### src/rtl/ide_strobe_pkg.sv
package ide_strobe_pkg;

  typedef enum logic [2:0] {
    ST_IDLE = 3'd0,
    ST_PRE  = 3'd1,
    ST_STRB = 3'd2,
    ST_POST = 3'd3,
    ST_ACK  = 3'd4
  } seq_state_t;

  // clocks appended after the strobe; writes only
  function automatic logic [1:0] post_extra(input logic [1:0] code, input logic is_wr);
    logic [1:0] ext;
    ext = 2'd0;
    if (is_wr) begin
      if (code == 2'd2) ext = 2'd1;
      else if (code == 2'd3) ext = 2'd2;
    end
    return ext;
  endfunction

endpackage

### src/rtl/ide_hold_timer.sv
module ide_hold_timer #(
  parameter int TMO_CLKS = 256
) (
  input  logic clk,
  input  logic rst_n,
  input  logic clr,
  input  logic want,
  output logic hold,
  output logic timeout
);
  localparam int CW = $clog2(TMO_CLKS + 1);

  logic [CW-1:0] cnt_q, cnt_d;
  logic          tmo_q, tmo_d;
  logic          at_limit;

  assign at_limit = (cnt_q == CW'(TMO_CLKS));
  assign hold     = want & ~at_limit;
  assign timeout  = tmo_q;

  always_comb begin
    cnt_d = cnt_q;
    tmo_d = tmo_q;
    if (clr) cnt_d = '0;
    else if (hold) cnt_d = cnt_q + CW'(1);
    if (want && at_limit) tmo_d = 1'b1;
  end

  always_ff @(posedge clk or negedge rst_n) begin
    if (!rst_n) begin
      cnt_q <= '0;
      tmo_q <= 1'b0;
    end else begin
      cnt_q <= cnt_d;
      tmo_q <= tmo_d;
    end
  end

  assert_hold_bounded_R7: assert property (@(posedge clk) disable iff (!rst_n)
    cnt_q <= CW'(TMO_CLKS));

  assert_timeout_sticky_R7: assert property (@(posedge clk) disable iff (!rst_n)
    tmo_q |=> tmo_q);

endmodule

### src/rtl/ide_seq_fsm.sv
module ide_seq_fsm
  import ide_strobe_pkg::*;
#(
  parameter int PRE_W  = 2,
  parameter int WAIT_W = 4,
  parameter int BE_W   = 2
) (
  input  logic              clk,
  input  logic              rst_n,
  input  logic              req,
  input  logic              req_rd,
  input  logic [BE_W-1:0]   req_be,
  input  logic [PRE_W-1:0]  cfg_pre,
  input  logic [WAIT_W-1:0] cfg_wait,
  input  logic [1:0]        cfg_post,
  input  logic              hold,
  output seq_state_t        state,
  output logic              strb_last,
  output logic              is_rd,
  output logic [BE_W-1:0]   be
);
  localparam int CNT_W = ((WAIT_W + 1) > PRE_W) ? (WAIT_W + 1) : PRE_W;

  seq_state_t        st_q, st_d;
  logic [CNT_W-1:0]  cnt_q, cnt_d;
  logic              rd_q, rd_d;
  logic [BE_W-1:0]   be_q, be_d;
  logic [1:0]        extra;
  logic              pre_last, post_last;

  assign extra     = post_extra(cfg_post, ~rd_q);
  assign strb_last = (st_q == ST_STRB) && (cnt_q == CNT_W'(cfg_wait) + CNT_W'(3));
  assign pre_last  = (cnt_q == CNT_W'(cfg_pre) - CNT_W'(1));
  assign post_last = (cnt_q == CNT_W'(extra) - CNT_W'(1));

  always_comb begin
    st_d  = st_q;
    cnt_d = cnt_q;
    rd_d  = rd_q;
    be_d  = be_q;
    unique case (st_q)
      ST_IDLE: begin
        cnt_d = '0;
        if (req) begin
          rd_d = req_rd;
          be_d = req_be;
          st_d = (cfg_pre != '0) ? ST_PRE : ST_STRB;
        end
      end
      ST_PRE: begin
        if (pre_last) begin
          cnt_d = '0;
          st_d  = ST_STRB;
        end else begin
          cnt_d = cnt_q + CNT_W'(1);
        end
      end
      ST_STRB: begin
        if (!strb_last) begin
          cnt_d = cnt_q + CNT_W'(1);
        end else if (!hold) begin
          cnt_d = '0;
          st_d  = (extra != 2'd0) ? ST_POST : ST_ACK;
        end
      end
      ST_POST: begin
        if (post_last) st_d = ST_ACK;
        else cnt_d = cnt_q + CNT_W'(1);
      end
      ST_ACK: begin
        st_d = ST_IDLE;
      end
      default: st_d = ST_IDLE;
    endcase
  end

  always_ff @(posedge clk or negedge rst_n) begin
    if (!rst_n) begin
      st_q  <= ST_IDLE;
      cnt_q <= '0;
      rd_q  <= 1'b1;
      be_q  <= '0;
    end else begin
      st_q  <= st_d;
      cnt_q <= cnt_d;
      rd_q  <= rd_d;
      be_q  <= be_d;
    end
  end

  assign state = st_q;
  assign is_rd = rd_q;
  assign be    = be_q;

  // a request seen while busy must not disturb the latched direction
  assert_busy_ignores_req_R11: assert property (@(posedge clk) disable iff (!rst_n)
    (st_q != ST_IDLE) |=> $stable(rd_q) && $stable(be_q));

  assert_reads_not_posted_R5: assert property (@(posedge clk) disable iff (!rst_n)
    (st_q == ST_POST) |-> !rd_q);

endmodule

### src/rtl/ide_strobe_out.sv
module ide_strobe_out (
  input  logic clk,
  input  logic rst_n,
  input  logic strb_phase,
  input  logic is_rd,
  input  logic cfg_rd_on_wr,
  output logic rd_n,
  output logic wr_n
);
  logic fall_q;
  logic active;

  // captured on the falling edge: supplies the half-clock of the width
  always_ff @(negedge clk or negedge rst_n) begin
    if (!rst_n) fall_q <= 1'b0;
    else        fall_q <= strb_phase;
  end

  assign active = strb_phase & fall_q;
  assign rd_n   = ~(active & (is_rd | cfg_rd_on_wr));
  assign wr_n   = ~(active & ~is_rd);

  assert_no_write_strobe_on_read_R4: assert property (@(posedge clk) disable iff (!rst_n)
    !wr_n |-> !is_rd);

  assert_read_on_write_only_if_enabled_R4: assert property (@(posedge clk) disable iff (!rst_n)
    (!rd_n && !is_rd) |-> cfg_rd_on_wr);

endmodule

### src/rtl/ide_strobe_gen.sv
module ide_strobe_gen
  import ide_strobe_pkg::*;
#(
  parameter int PRE_W    = 2,
  parameter int WAIT_W   = 4,
  parameter int BE_W     = 2,
  parameter int NUM_BUF  = 2,
  parameter int TMO_CLKS = 256
) (
  input  logic              clk,
  input  logic              rst_n,
  input  logic              req,
  input  logic              req_rd,
  input  logic [BE_W-1:0]   req_be,
  input  logic [PRE_W-1:0]  cfg_pre,
  input  logic [WAIT_W-1:0] cfg_wait,
  input  logic [1:0]        cfg_post,
  input  logic              cfg_ta_en,
  input  logic              cfg_rdy_en,
  input  logic [NUM_BUF-1:0] cfg_buf_en,
  input  logic              cfg_rd_on_wr,
  input  logic              dev_rdy,
  output logic              cs_n,
  output logic              rd_n,
  output logic              wr_n,
  output logic [BE_W-1:0]   be_n,
  output logic [NUM_BUF-1:0] buf_en,
  output logic              ta,
  output logic              timeout
);
  logic [1:0]      rst_sync_q;
  logic            rst_i_n;
  seq_state_t      state;
  logic            strb_last, is_rd, hold, want, idle;
  logic [BE_W-1:0] be;

  // asynchronous assertion, synchronous release
  always_ff @(posedge clk or negedge rst_n) begin
    if (!rst_n) rst_sync_q <= 2'b00;
    else        rst_sync_q <= {rst_sync_q[0], 1'b1};
  end
  assign rst_i_n = rst_sync_q[1];

  ide_seq_fsm #(.PRE_W(PRE_W), .WAIT_W(WAIT_W), .BE_W(BE_W)) u_fsm (
    .clk(clk), .rst_n(rst_i_n), .req(req), .req_rd(req_rd), .req_be(req_be),
    .cfg_pre(cfg_pre), .cfg_wait(cfg_wait), .cfg_post(cfg_post), .hold(hold),
    .state(state), .strb_last(strb_last), .is_rd(is_rd), .be(be)
  );

  assign idle = (state == ST_IDLE);
  assign want = strb_last & cfg_rdy_en & ~dev_rdy;

  ide_hold_timer #(.TMO_CLKS(TMO_CLKS)) u_hold (
    .clk(clk), .rst_n(rst_i_n), .clr(idle), .want(want),
    .hold(hold), .timeout(timeout)
  );

  ide_strobe_out u_strobe (
    .clk(clk), .rst_n(rst_i_n), .strb_phase(state == ST_STRB), .is_rd(is_rd),
    .cfg_rd_on_wr(cfg_rd_on_wr), .rd_n(rd_n), .wr_n(wr_n)
  );

  assign cs_n = idle;
  assign ta   = (state == ST_ACK) & cfg_ta_en;
  assign be_n = idle ? {BE_W{1'b1}} : ~be;

  for (genvar i = 0; i < NUM_BUF; i++) begin : g_buf
    assign buf_en[i] = ~idle & cfg_buf_en[i];
  end

  assert_ack_single_R8: assert property (@(posedge clk) disable iff (!rst_i_n)
    ta |=> !ta);

  assert_cs_released_after_ack_R1: assert property (@(posedge clk) disable iff (!rst_i_n)
    ta |=> cs_n);

  assert_strobe_inside_cs_R1: assert property (@(posedge clk) disable iff (!rst_i_n)
    (!rd_n || !wr_n) |-> !cs_n);

endmodule

### config.mk
export PLATFORM = sky130hd
export DESIGN_NAME = ide_strobe_gen
export DESIGN_NICKNAME = d
export VERILOG_FILES = /design/src/rtl/ide_strobe_pkg.sv /design/src/rtl/ide_hold_timer.sv /design/src/rtl/ide_seq_fsm.sv /design/src/rtl/ide_strobe_out.sv /design/src/rtl/ide_strobe_gen.sv
export SDC_FILE = /design/constraint.sdc
export NUM_CORES = 1
export LEC_CHECK = 0
export BUFFER_PORTS_ARGS = -buffer_cell sky130_fd_sc_hd__buf_2
export CORE_MARGIN = 2
export CORE_UTILIZATION = 55
export CTS_CLUSTER_DIAMETER = 150
export CTS_CLUSTER_SIZE = 10
export DETAILED_ROUTE_END_ITERATION = 16
export PLACE_DENSITY = 0.79
export REMOVE_ABC_BUFFERS = 1
export SLEW_MARGIN = 20
export SYNTH_ARGS = -nofsm -noshare
export SYNTH_HDL_FRONTEND = slang
export SYNTH_SLANG_ARGS = --single-unit
export TNS_END_PERCENT = 20
### constraint.sdc
create_clock -name clk -period 1.75 [get_ports clk]
set_input_delay 0.2625 -clock clk [delete_from_list [all_inputs] [get_ports clk]]
set_output_delay 0.2625 -clock clk [all_outputs]
set_load 0.01 [all_outputs]
==> Word-level counts from Yosys, hierarchy flattened <==
Cells that the tools add are included.
{ "classes": {"add_sub_neg": 5, "n_eq_ne": 17, "n_mux": 19, "bitwise": 17, "n_reduce_logical": 10} }
{ "op_table": {"columns": ["cell", "count"], "rows": [
  ["$mux W5", 4],
  ["$pmux W5 S4", 1],
  ["$mux W3", 6],
  ["$mux W9", 2],
  ["$eq A5 B5 Y1", 3],
  ["$pmux W3 S4", 1],
  ["$mux W2", 5],
  ["$add A9 B1 Y9 const B", 1],
  ["$and A1 B1 Y1", 9],
  ["$eq A9 B9 Y1 const B", 1],
  ["$ne A2 B2 Y1 const B", 4],
  ["$eq A3 B2 Y1 const B", 2],
  ["$not A1 Y1", 6],
  ["$reduce_bool A2 Y1", 3],
  ["$sub A2 B1 Y3 const B", 2],
  ["$add A4 B2 Y5 const B", 1],
  ["$add A5 B1 Y5 const B", 1],
  ["$reduce_and A5 Y1", 1],
  ["$eq A2 B2 Y1 const B", 2],
  ["$ne A2 B1 Y1 const B", 2],
  ["$reduce_bool A4 Y1", 1],
  ["$eq A3 B1 Y1 const B", 1],
  ["$eq A3 B3 Y1 const B", 1],
  ["$logic_not A3 Y1", 1],
  ["other kinds (6)", 7]
]} }
{ "word_totals": {"reg_bits": 24, "inputBits": 20, "out_inout_bits": 9} }

==> Logic depth before layout (Yosys ltp) <==
Gate-level depths: netlist (run 1).
{ "logic_depth": {"ltp_word": 9, "ltp_mapped": 10, "mapped_depth_nobuf": 8} }

==> By module <==
Synthesis (run 1) repeated with hierarchy kept, for this count alone.
{ "unflattened": {"cells_unflattened": 160, "hier_area_um2": 1575.3} }
{ "by_module_without_submodules": {"columns": ["mod", "instances", "cells_each", "area_per_inst_um2", "seq_area_each_um2"], "rows": [
  ["ide_seq_fsm", 1, 92, 860.8, 276.5],
  ["ide_hold_timer", 1, 54, 549.3, 250.2],
  ["ide_strobe_gen", 1, 11, 120.1, 50.0],
  ["ide_strobe_out", 1, 3, 45.0, 25.0]
]} }

==> reports/metrics.csv, run 1 <==
metric;value;unit
Global Route Usage Sum;31.2;%
class of the worst hold path;in -> reg;
CTS tree;yes;
Skew-Pair Late Insertion Delay;0.33;ns
HPWL after DPL;3110;µm
clock sink total;24;
htree depth;1;
Max Cap Viol;0;
Post-synth EDFFs;0;
PD cells;1290;nW/µm²
Required @ worst endpoint;1.98;ns
final slew viol count;0;
via count;1636;
number of global-route vias before repair;1651;
input/output buffers;28;
failing checks;negative setup slack;
met2 capacity usage during global routing;52.6;%
placed cell area;2040;µm²
Clk pin slew, worst setup/hold paths;0.15;ns
ys async rst share;100;%
routing usage on met1;38.8;%
Starting Density;58.4;%
layout cells sized above 1;45.2;%
clock buffer depth;2;
core area;2760;µm²
CTS buffer count;3;
Layout Utilization;81.3;%
Pleak;1.09;nW
Layout area overhead;39.2;%
Tcrit/Tclk final;135;%
final worst path period need;2.36;ns
Yosys reg bits;24;
root buffer cell;clkbuf_4;
final WL;4690;µm
Mapped Avg Cell Area;9.31;µm²
crit path DAT;2.58;ns
Finished Cell Area;2240;µm²
Via density;6.01;
synth unique cells;55;
Placed Cells;264;
drt pass-1 iters;4;
initial antenna violation count;0;
sequential share of the synthesized area;37.4;%
Clock Skew;0.0147;ns
Routed Antenna Nets;0;
dominant synthesized flop cell;dfrtp_1;
status;complete, but fails checks;
global-route wire length before repair;7910;µm
GR met3 Demand/Resource;5.80;%
yosys warns;0;
Max Fclk;0.425;GHz
Finish-stage setup viols;20;
iteration-0 DRC count of the detailed router;77;
CP endpoint kind;flip-flop;
worst IR drop on VDD;0.952;mV
IO Pins;29;
largest net degree at the start of global routing;22;
DRC errors left;0;
Commonest cells post-synth;dfrtp_1, inv_1, nand2_1;
per-cell routed wire length;17.2;µm
type of the worst setup path;reg -> reg;
Syn Inst Count;173;
Die W;58.1;µm
Final GP Congestion;0.884;
leading area contributor after synthesis;dfrtp_1;
type of origin of the critical path;flip-flop;
Area contributors post-synth;dfrtp_1, xnor2_1, ha_1;
RSZ-0062 raised after global routing;true;
final hold viol count;0;
final worst slack;-0.605;ns
maximum fanout along the worst path;6;
Std-Cell Rows;19;
non-filler cells, final;272;
Slew @ Worst Pin;0.688;ns
fin nets;268;
die boundary height;58.1;µm
Die ar.;3380;µm²
Top Usage Layer GRT;met2;
GRT overflow;0;
Mapped Area;1610;µm²
count leader, synth;dfrtp_1;
Slew headroom;53.0;%
n_diodes;0;
post-synth top area share;34.2;%
==> registers in the layout, indices dropped and copies added (netlist names) <==
register / count
u_hold.cnt_q: 9
u_fsm.be: 2
u_hold.timeout: 1
u_fsm.is_rd: 1
u_fsm.state: 3
rst_sync_q: 2
u_strobe.fall_q: 1
u_fsm.cnt_q: 5
==> worst max-delay path, cell delays in order, from the launching register on <==
cell      delay, ns
dfstp_2        0.40
or3b_4         0.38
ha_4           0.17
or4_4          0.44
a211oi_4       0.24
a31oi_1        0.12
o21ai_2        0.14
nor4_2         0.10
a211o_1        0.26
==> logic make-up (layout without fill, tap and decap cells) <==
| group | after synthesis | after routing | synth area share, % |
|---|---|---|---|
| flip-flops | 24 | 24 | 37.4 |
| XOR/XNOR | 16 | 16 | 8.70 |
| AO/OA/AOI/OAI | 27 | 27 | 13.2 |
| AND/OR/NAND/NOR | 71 | 71 | 25.9 |
| buffers and inverters | 24 | 92 | 7.23 |
| adder cells (fa/ha/maj) | 6 | 6 | 4.66 |
| other | 1 | 1 | 0.233 |
| multiplexers | 4 | 4 | 2.72 |
==> metrics by stage <==
| stage | power [W] | hold WS [ns] | setup TNS [ns] | worst slack [ns] |
|---|---|---|---|---|
| 5_1_grt | 0.00305 | 0.143 | -8.02 | -0.641 |
| 3_5_place_dp | 0.00216 | 0.0482 | -8.59 | -0.735 |
| 2_1_floorplan | 0.00154 | -0.0331 | -6.01 | -0.687 |
| 4_1_cts | 0.00269 | 0.140 | -5.38 | -0.527 |
| 3_3_place_gp | 0.00209 | 0.0467 | -7.23 | -0.648 |
| 6_report | 0.00288 | 0.145 | -6.78 | -0.605 |
==> final cells by class <==
class	instances	area, µm²
Fill cell	168	517
Timing Repair Buffer	73	488
Clock buffer	3	22.5
Multi-Input combinational cell	125	998
Inverter	15	61.3
Sequential cell	24	602
Tap cell	31	38.8
Clock inverter	1	30.0
==> worst paths after layout <==
check                         startpoint         endpoint  slack, ns  cells past startpoint
min reg2reg                rst_sync_q[1]      u_fsm.be[1]       0.30                      1
min                            req_be[1]      u_fsm.be[1]       0.15                      2
min in group asynchronous          rst_n    rst_sync_q[1]       0.22                      2
max reg2reg                  u_fsm.is_rd   u_fsm.cnt_q[4]      -0.61                      8
max in group asynchronous  rst_sync_q[1]  u_strobe.fall_q       0.77                      0
max                          u_fsm.is_rd   u_fsm.cnt_q[4]      -0.61                      8
==> power by group <==
group / internal, W / total [W] / leakage, nW / switching (W)
clock network: 0.000232 / 0.000425 / 0.0279 / 0.000193
logic: 0.000783 / 0.00166 / 0.744 / 0.000874
registers: 0.000681 / 0.000801 / 0.314 / 0.000120
total: 0.00170 / 0.00288 / 1.09 / 0.00119
==> placed cells by master, fill, tap and decap left out, types with 4 or more instances in the layout <==
master / n
buf_4: 42
buf_2: 28
dfrtp_1: 22
inv_1: 13
nand2_1: 13
nor2_1: 13
xnor2_1: 12
nand3_1: 9
ha_1: 5
nor4_2: 4
==> metal layers <==
metal / vias up / part of all wire (%)
met3: 25 / 7.4
met4: 0 / 3.2
met1: 787 / 39
met2: 88 / 50
met5: - / 0
li1: 736 / -
==> timing repair <==
action,in CTS,in global routing
pin swaps,9,5
hold endpoints to repair,2,0
buffers inserted,2,1
endpoints found under the setup margin,24,23
hold buffers,1,0
gates resized for setup,13,13
gates cloned,0,0
Note: power is estimated with default switching activity, not from simulation.
==> run 2, diff against run 1 <==
Settings changed: TNS_END_PERCENT 20 to 100.
==> run 2 against run 1 <==
Effect of this change:
- the flow still finishes with violations (negative setup slack)
- worst hold slack improved by 0.0085 ns
- combinational power rose by 12%
- non-clock buffer count is 6 higher
- largest power group unchanged
==> reports/metrics.csv, run 2 (synthesis results as in run 1) <==
metric;value;unit;change
status;complete, but fails checks;;unchanged
failing checks;negative setup slack;;unchanged
n_diodes;0;;unchanged
CP endpoint kind;flip-flop;;unchanged
final worst path period need;2.33;ns;was 2.36 ns
Clock Skew;0.0169;ns;was 0.0147 ns
Pleak;1.14;nW;was 1.09 nW
Global Route Usage Sum;30.0;%;was 31.2%
htree depth;1;;unchanged
class of the worst hold path;in -> reg;;unchanged
type of origin of the critical path;flip-flop;;unchanged
PD cells;1320;nW/µm²;was 1290 nW/µm²
number of global-route vias before repair;1604;;was 1651
IO Pins;29;;unchanged
critical path depth;9;;was 8
final hold viol count;0;;unchanged
crit path DAT;2.56;ns;was 2.58 ns
initial antenna violation count;0;;unchanged
Overall Power;0.00308;W;was 0.00288 W
maximum fanout along the worst path;5;;was 6
RSZ-0062 raised after global routing;true;;unchanged
core area;2760;µm²;unchanged
CTS tree;yes;;unchanged
Via density;6.17;;was 6.01
most common cell after layout, fill and taps aside;buf_4;;unchanged
clock sink total;24;;unchanged
worst IR drop on VDD;1.13;mV;was 0.952 mV
drt pass-1 iters;5;;was 4
iteration-0 DRC count of the detailed router;110;;was 77
Worst Hold Path Cells;2;;unchanged
Register-to-Register Path Depth;9;;was 8
Crit path buffers/inverters;1;;was 0
Required @ worst endpoint;1.97;ns;was 1.98 ns
Final GP Congestion;0.884;;unchanged
CP max stage delay;0.43;ns;was 0.44 ns
DRC errors left;0;;unchanged
Layout Utilization;84.5;%;was 81.3%
final worst slack;-0.585;ns;was -0.605 ns
root buffer cell;clkbuf_4;;unchanged
Clk pin slew, worst setup/hold paths;0.15;ns;about the same
Routed Antenna Nets;0;;unchanged
Slew headroom;62.8;%;was 53.0%
Die ar.;3380;µm²;unchanged
final WL;5120;µm;was 4690 µm
final slew viol count;0;;unchanged
HPWL after DPL;3110;µm;unchanged
global-route wire length before repair;7550;µm;was 7910 µm
largest register by flop count;u_hold.cnt_q;;unchanged
via count;1714;;was 1636
Layout area overhead;44.7;%;was 39.2%
Top Family by Delay on Critical Path;simple AND/OR/NAND/NOR gates;;unchanged
Max Fclk;0.428;GHz;was 0.425 GHz
Max Cap Viol;0;;unchanged
fin nets;274;;was 268
Std-Cell Rows;19;;unchanged
Slew @ Worst Pin;0.543;ns;was 0.688 ns
CTS buffer count;3;;unchanged
Die W;58.1;µm;unchanged
Finish-stage setup viols;20;;unchanged
GRT overflow;0;;unchanged
per-cell routed wire length;18.4;µm;was 17.2 µm
layout cells sized above 1;47.4;%;was 45.2%
input/output buffers;28;;unchanged
Tcrit/Tclk final;133;%;was 135%
clock buffer depth;2;;unchanged
CP max-delay cell;or4_4;;unchanged
post-route setup TNS;-7.04;ns;was -6.78 ns
commonest non-fill, non-tap cells in the layout;buf_4, buf_2, dfrtp_1;;unchanged
Starting Density;58.4;%;unchanged
max FFs per register;9;;unchanged
type of the worst setup path;reg -> reg;;unchanged
largest net degree at the start of global routing;22;;unchanged
CP Cell Sequence;or3b_4, ha_4, or4_4, a211oi_4, a31oi_1, o21ai_2, buf_4, or2_4, o21ai_1;;was or3b_4, ha_4, or4_4, a211oi_4, a31oi_1, o21ai_2, nor4_2, a211o_1
Skew-Pair Late Insertion Delay;0.33;ns;about the same
die boundary height;58.1;µm;unchanged
## run 2: path summary, 6_finish.rpt
check | start | endpoint | slack [ns]
max reg2reg | u_fsm.is_rd | u_fsm.cnt_q[0] | -0.58
min in group asynchronous | rst_n | rst_sync_q[1] | 0.23
min reg2reg | rst_sync_q[1] | u_fsm.be[1] | 0.31
max in group asynchronous | rst_sync_q[1] | u_strobe.fall_q | 0.76
min | req_be[1] | u_fsm.be[1] | 0.15
max | u_fsm.is_rd | u_fsm.cnt_q[0] | -0.58
## run 2: routing by layer
layer  global-route usage [%]  vias to the layer above  wire length, µm
li1                         -                      749                -
met3                     5.13                       23              386
met5                        0                        -                0
met4                     12.6                        0              172
met2                     49.4                       92             2540
met1                     39.0                      850             2020
## run 2: repair_timing
item / in CTS / in global routing
pin swaps: 10 / 10
hold buffers: 1 / 0
hold endpoints to repair: 2 / 0
gates resized for setup: 14 / 20
buffers inserted: 3 / 6
endpoints found under the setup margin: 24 / 23
## run 2: metrics by stage
stage          worst slack (ns)  hold slack [ns]  std cells  area (µm²)
2_1_floorplan            -0.687          -0.0331        164        1550
3_3_place_gp             -0.648           0.0467        264        2040
3_5_place_dp             -0.735           0.0482        264        2040
4_1_cts                  -0.526            0.140        272        2180
5_1_grt                  -0.647            0.159        278        2330
6_report                 -0.585            0.154        278        2330
## run 2: report_power, final
group | total (W) | leakage [nW] | internal (W) | switching, W
Combinational | 0.00186 | 0.799 | 0.000912 | 0.000947
Sequential | 0.000808 | 0.314 | 0.000681 | 0.000127
Clock | 0.000418 | 0.0279 | 0.000232 | 0.000186
Total | 0.00308 | 1.14 | 0.00182 | 0.00126
## run 2: area by class of cell
class,instances,area (µm²)
multi-input combinational,125,1030
sequential,24,602
timing repair buffer,79,541
fill,155,428
inverter,15,63.8
tap,31,38.8
clock inverter,1,30.0
clock buffer,3,22.5
==> run 3, diff against run 2 <==
Settings changed: PLACE_DENSITY 0.79 to unset, PLACE_DENSITY_LB_ADDON set to 0.3.
==> run 3 against run 2 <==
Effect of this change:
- the flow still finishes with violations (negative setup slack)
- sequential power down 0.5%
- final cell count fell by 1.4%
- register-to-register slack barely moved
- combinational power down 4%
- maximum frequency increased by 0.40%
- clock-buffer cell count unchanged
- die area did not move
- non-clock buffer count fell by 4
- critical endpoint is now u_fsm.cnt_q[4]
- largest cell class unchanged
==> reports/metrics.csv, run 3 (synthesis results as in run 1) <==
metric;value;unit;change
status;complete, but fails checks;;unchanged
failing checks;negative setup slack;;unchanged
input/output buffers;28;;unchanged
Required @ worst endpoint;1.97;ns;about the same
root buffer cell;clkbuf_4;;unchanged
Die ar.;3380;µm²;unchanged
crit path DAT;2.54;ns;was 2.56 ns
largest register by flop count;u_hold.cnt_q;;unchanged
Layout Utilization;84.5;%;unchanged
most common cell after layout, fill and taps aside;buf_4;;unchanged
Via density;6.03;;was 6.17
Register-to-Register Path Depth;8;;was 9
Pleak;1.15;nW;was 1.14 nW
final worst slack;-0.575;ns;was -0.585 ns
IO Pins;29;;unchanged
maximum fanout along the worst path;5;;unchanged
Skew-Pair Late Insertion Delay;0.33;ns;about the same
R2R Path End;u_fsm.cnt_q[4];;was u_fsm.cnt_q[0]
drt pass-1 iters;5;;unchanged
Max Cap Viol;0;;unchanged
class of the worst hold path;in -> reg;;unchanged
CP endpoint kind;flip-flop;;unchanged
Hold Crit Endpoint;u_fsm.be[0];;was u_fsm.be[1]
Tcrit/Tclk final;133;%;about the same
Die W;58.1;µm;unchanged
CTS buffer count;3;;unchanged
final hold viol count;0;;unchanged
Finish-stage setup viols;20;;unchanged
global-route wire length before repair;7240;µm;was 7550 µm
post-route setup TNS;-5.75;ns;was -7.04 ns
die boundary height;58.1;µm;unchanged
per-cell routed wire length;18.0;µm;was 18.4 µm
Overall Power;0.00301;W;was 0.00308 W
Starting Density;58.4;%;unchanged
Std-Cell Rows;19;;unchanged
worst IR drop on VDD;1.27;mV;was 1.13 mV
Clock Skew;0.00981;ns;was 0.0169 ns
CTS tree;yes;;unchanged
Layout area overhead;44.7;%;unchanged
max FFs per register;9;;unchanged
core area;2760;µm²;unchanged
Clk pin slew, worst setup/hold paths;0.14;ns;was 0.15 ns
RSZ-0062 raised after global routing;true;;unchanged
final slew viol count;0;;unchanged
largest net degree at the start of global routing;22;;unchanged
final WL;4920;µm;was 5120 µm
startpoint of the worst hold path;req_be[0];;was req_be[1]
fin nets;270;;was 274
type of the worst setup path;reg -> reg;;unchanged
Routed Antenna Nets;0;;unchanged
initial antenna violation count;0;;unchanged
Global Route Usage Sum;28.3;%;was 30.0%
DRC errors left;0;;unchanged
GRT overflow;0;;unchanged
Worst Hold Path Cells;2;;unchanged
final worst path period need;2.33;ns;about the same
via count;1651;;was 1714
clock buffer depth;2;;unchanged
n_diodes;0;;unchanged
Max Fclk;0.430;GHz;was 0.428 GHz
layout cells sized above 1;47.7;%;was 47.4%
HPWL after DPL;2970;µm;was 3110 µm
type of origin of the critical path;flip-flop;;unchanged
clock sink total;24;;unchanged
R2R Setup Slk;-0.58;ns;about the same
PD cells;1290;nW/µm²;was 1320 nW/µm²
r2r startpoint;u_fsm.is_rd;;unchanged
number of global-route vias before repair;1636;;was 1604
commonest non-fill, non-tap cells in the layout;buf_4, buf_2, dfrtp_1;;unchanged
htree depth;1;;unchanged
iteration-0 DRC count of the detailed router;93;;was 110
Final GP Congestion;0.898;;was 0.884
==> run 3: worst max path at each step <==
stage / to / slack [ns] / cells after the start / from
after detailed placement: u_fsm.cnt_q[4] / -0.69 / 9 / cfg_post[0]
after global routing: u_fsm.cnt_q[4] / -0.64 / 8 / u_fsm.is_rd
after CTS: u_fsm.cnt_q[4] / -0.49 / 8 / u_fsm.is_rd
after global placement: u_fsm.cnt_q[4] / -0.63 / 8 / u_fsm.is_rd
final: u_fsm.cnt_q[4] / -0.58 / 8 / u_fsm.is_rd
after floorplan: u_fsm.cnt_q[4] / -0.69 / 8 / u_fsm.is_rd
==> run 3: through the flow <==
stage                     cell area (µm²)  setup WS (ns)  hold WS (ns)  std cells
after global routing                 2330         -0.637         0.155        274
after global placement               2020         -0.627        0.0470        262
after CTS                            2250         -0.489         0.153        271
after floorplan                      1550         -0.687       -0.0331        164
after detailed placement             2020         -0.689        0.0546        262
final                                2330         -0.575         0.158        274
==> run 3: timing repair <==
action / CTS / global route
setup buffers: 4 / 4
gates cloned: 0 / 0
resized for setup: 27 / 14
pin swaps: 22 / 11
setup endpoints to repair: 24 / 25
hold buffers: 1 / 0
endpoints found under the hold margin: 2 / 0
==> run 3: power breakdown <==
part	switching, W	total, W	internal [W]
clock network	0.000183	0.000415	0.000232
registers	0.000121	0.000804	0.000683
logic	0.000903	0.00179	0.000891
total	0.00121	0.00301	0.00181
==> run 3: per-layer routing <==
metal	share of wire [%]	up-vias	global-route usage, %
met5	0	-	0
met3	5.9	22	2.68
met2	54	83	51.9
met1	37	806	34.2
li1	-	740	-
met4	3.1	0	9.97
==> run 3: critical path: stages (launching register included) <==
cell      delay [ns]
dfstp_2         0.40
or3b_4          0.39
ha_4            0.17
or4_4           0.42
a211oi_4        0.23
a31oi_1         0.13
o21ai_2         0.13
nor4_1          0.09
a211o_1         0.26
==> run 3: final cells by class <==
class,count,area (µm²)
Inverter,15,60.1
Clock buffer,3,22.5
Tap cell,31,38.8
Timing Repair Buffer,75,533
Clock inverter,1,30.0
Multi-Input combinational cell,125,1040
Fill cell,148,428
Sequential cell,24,604
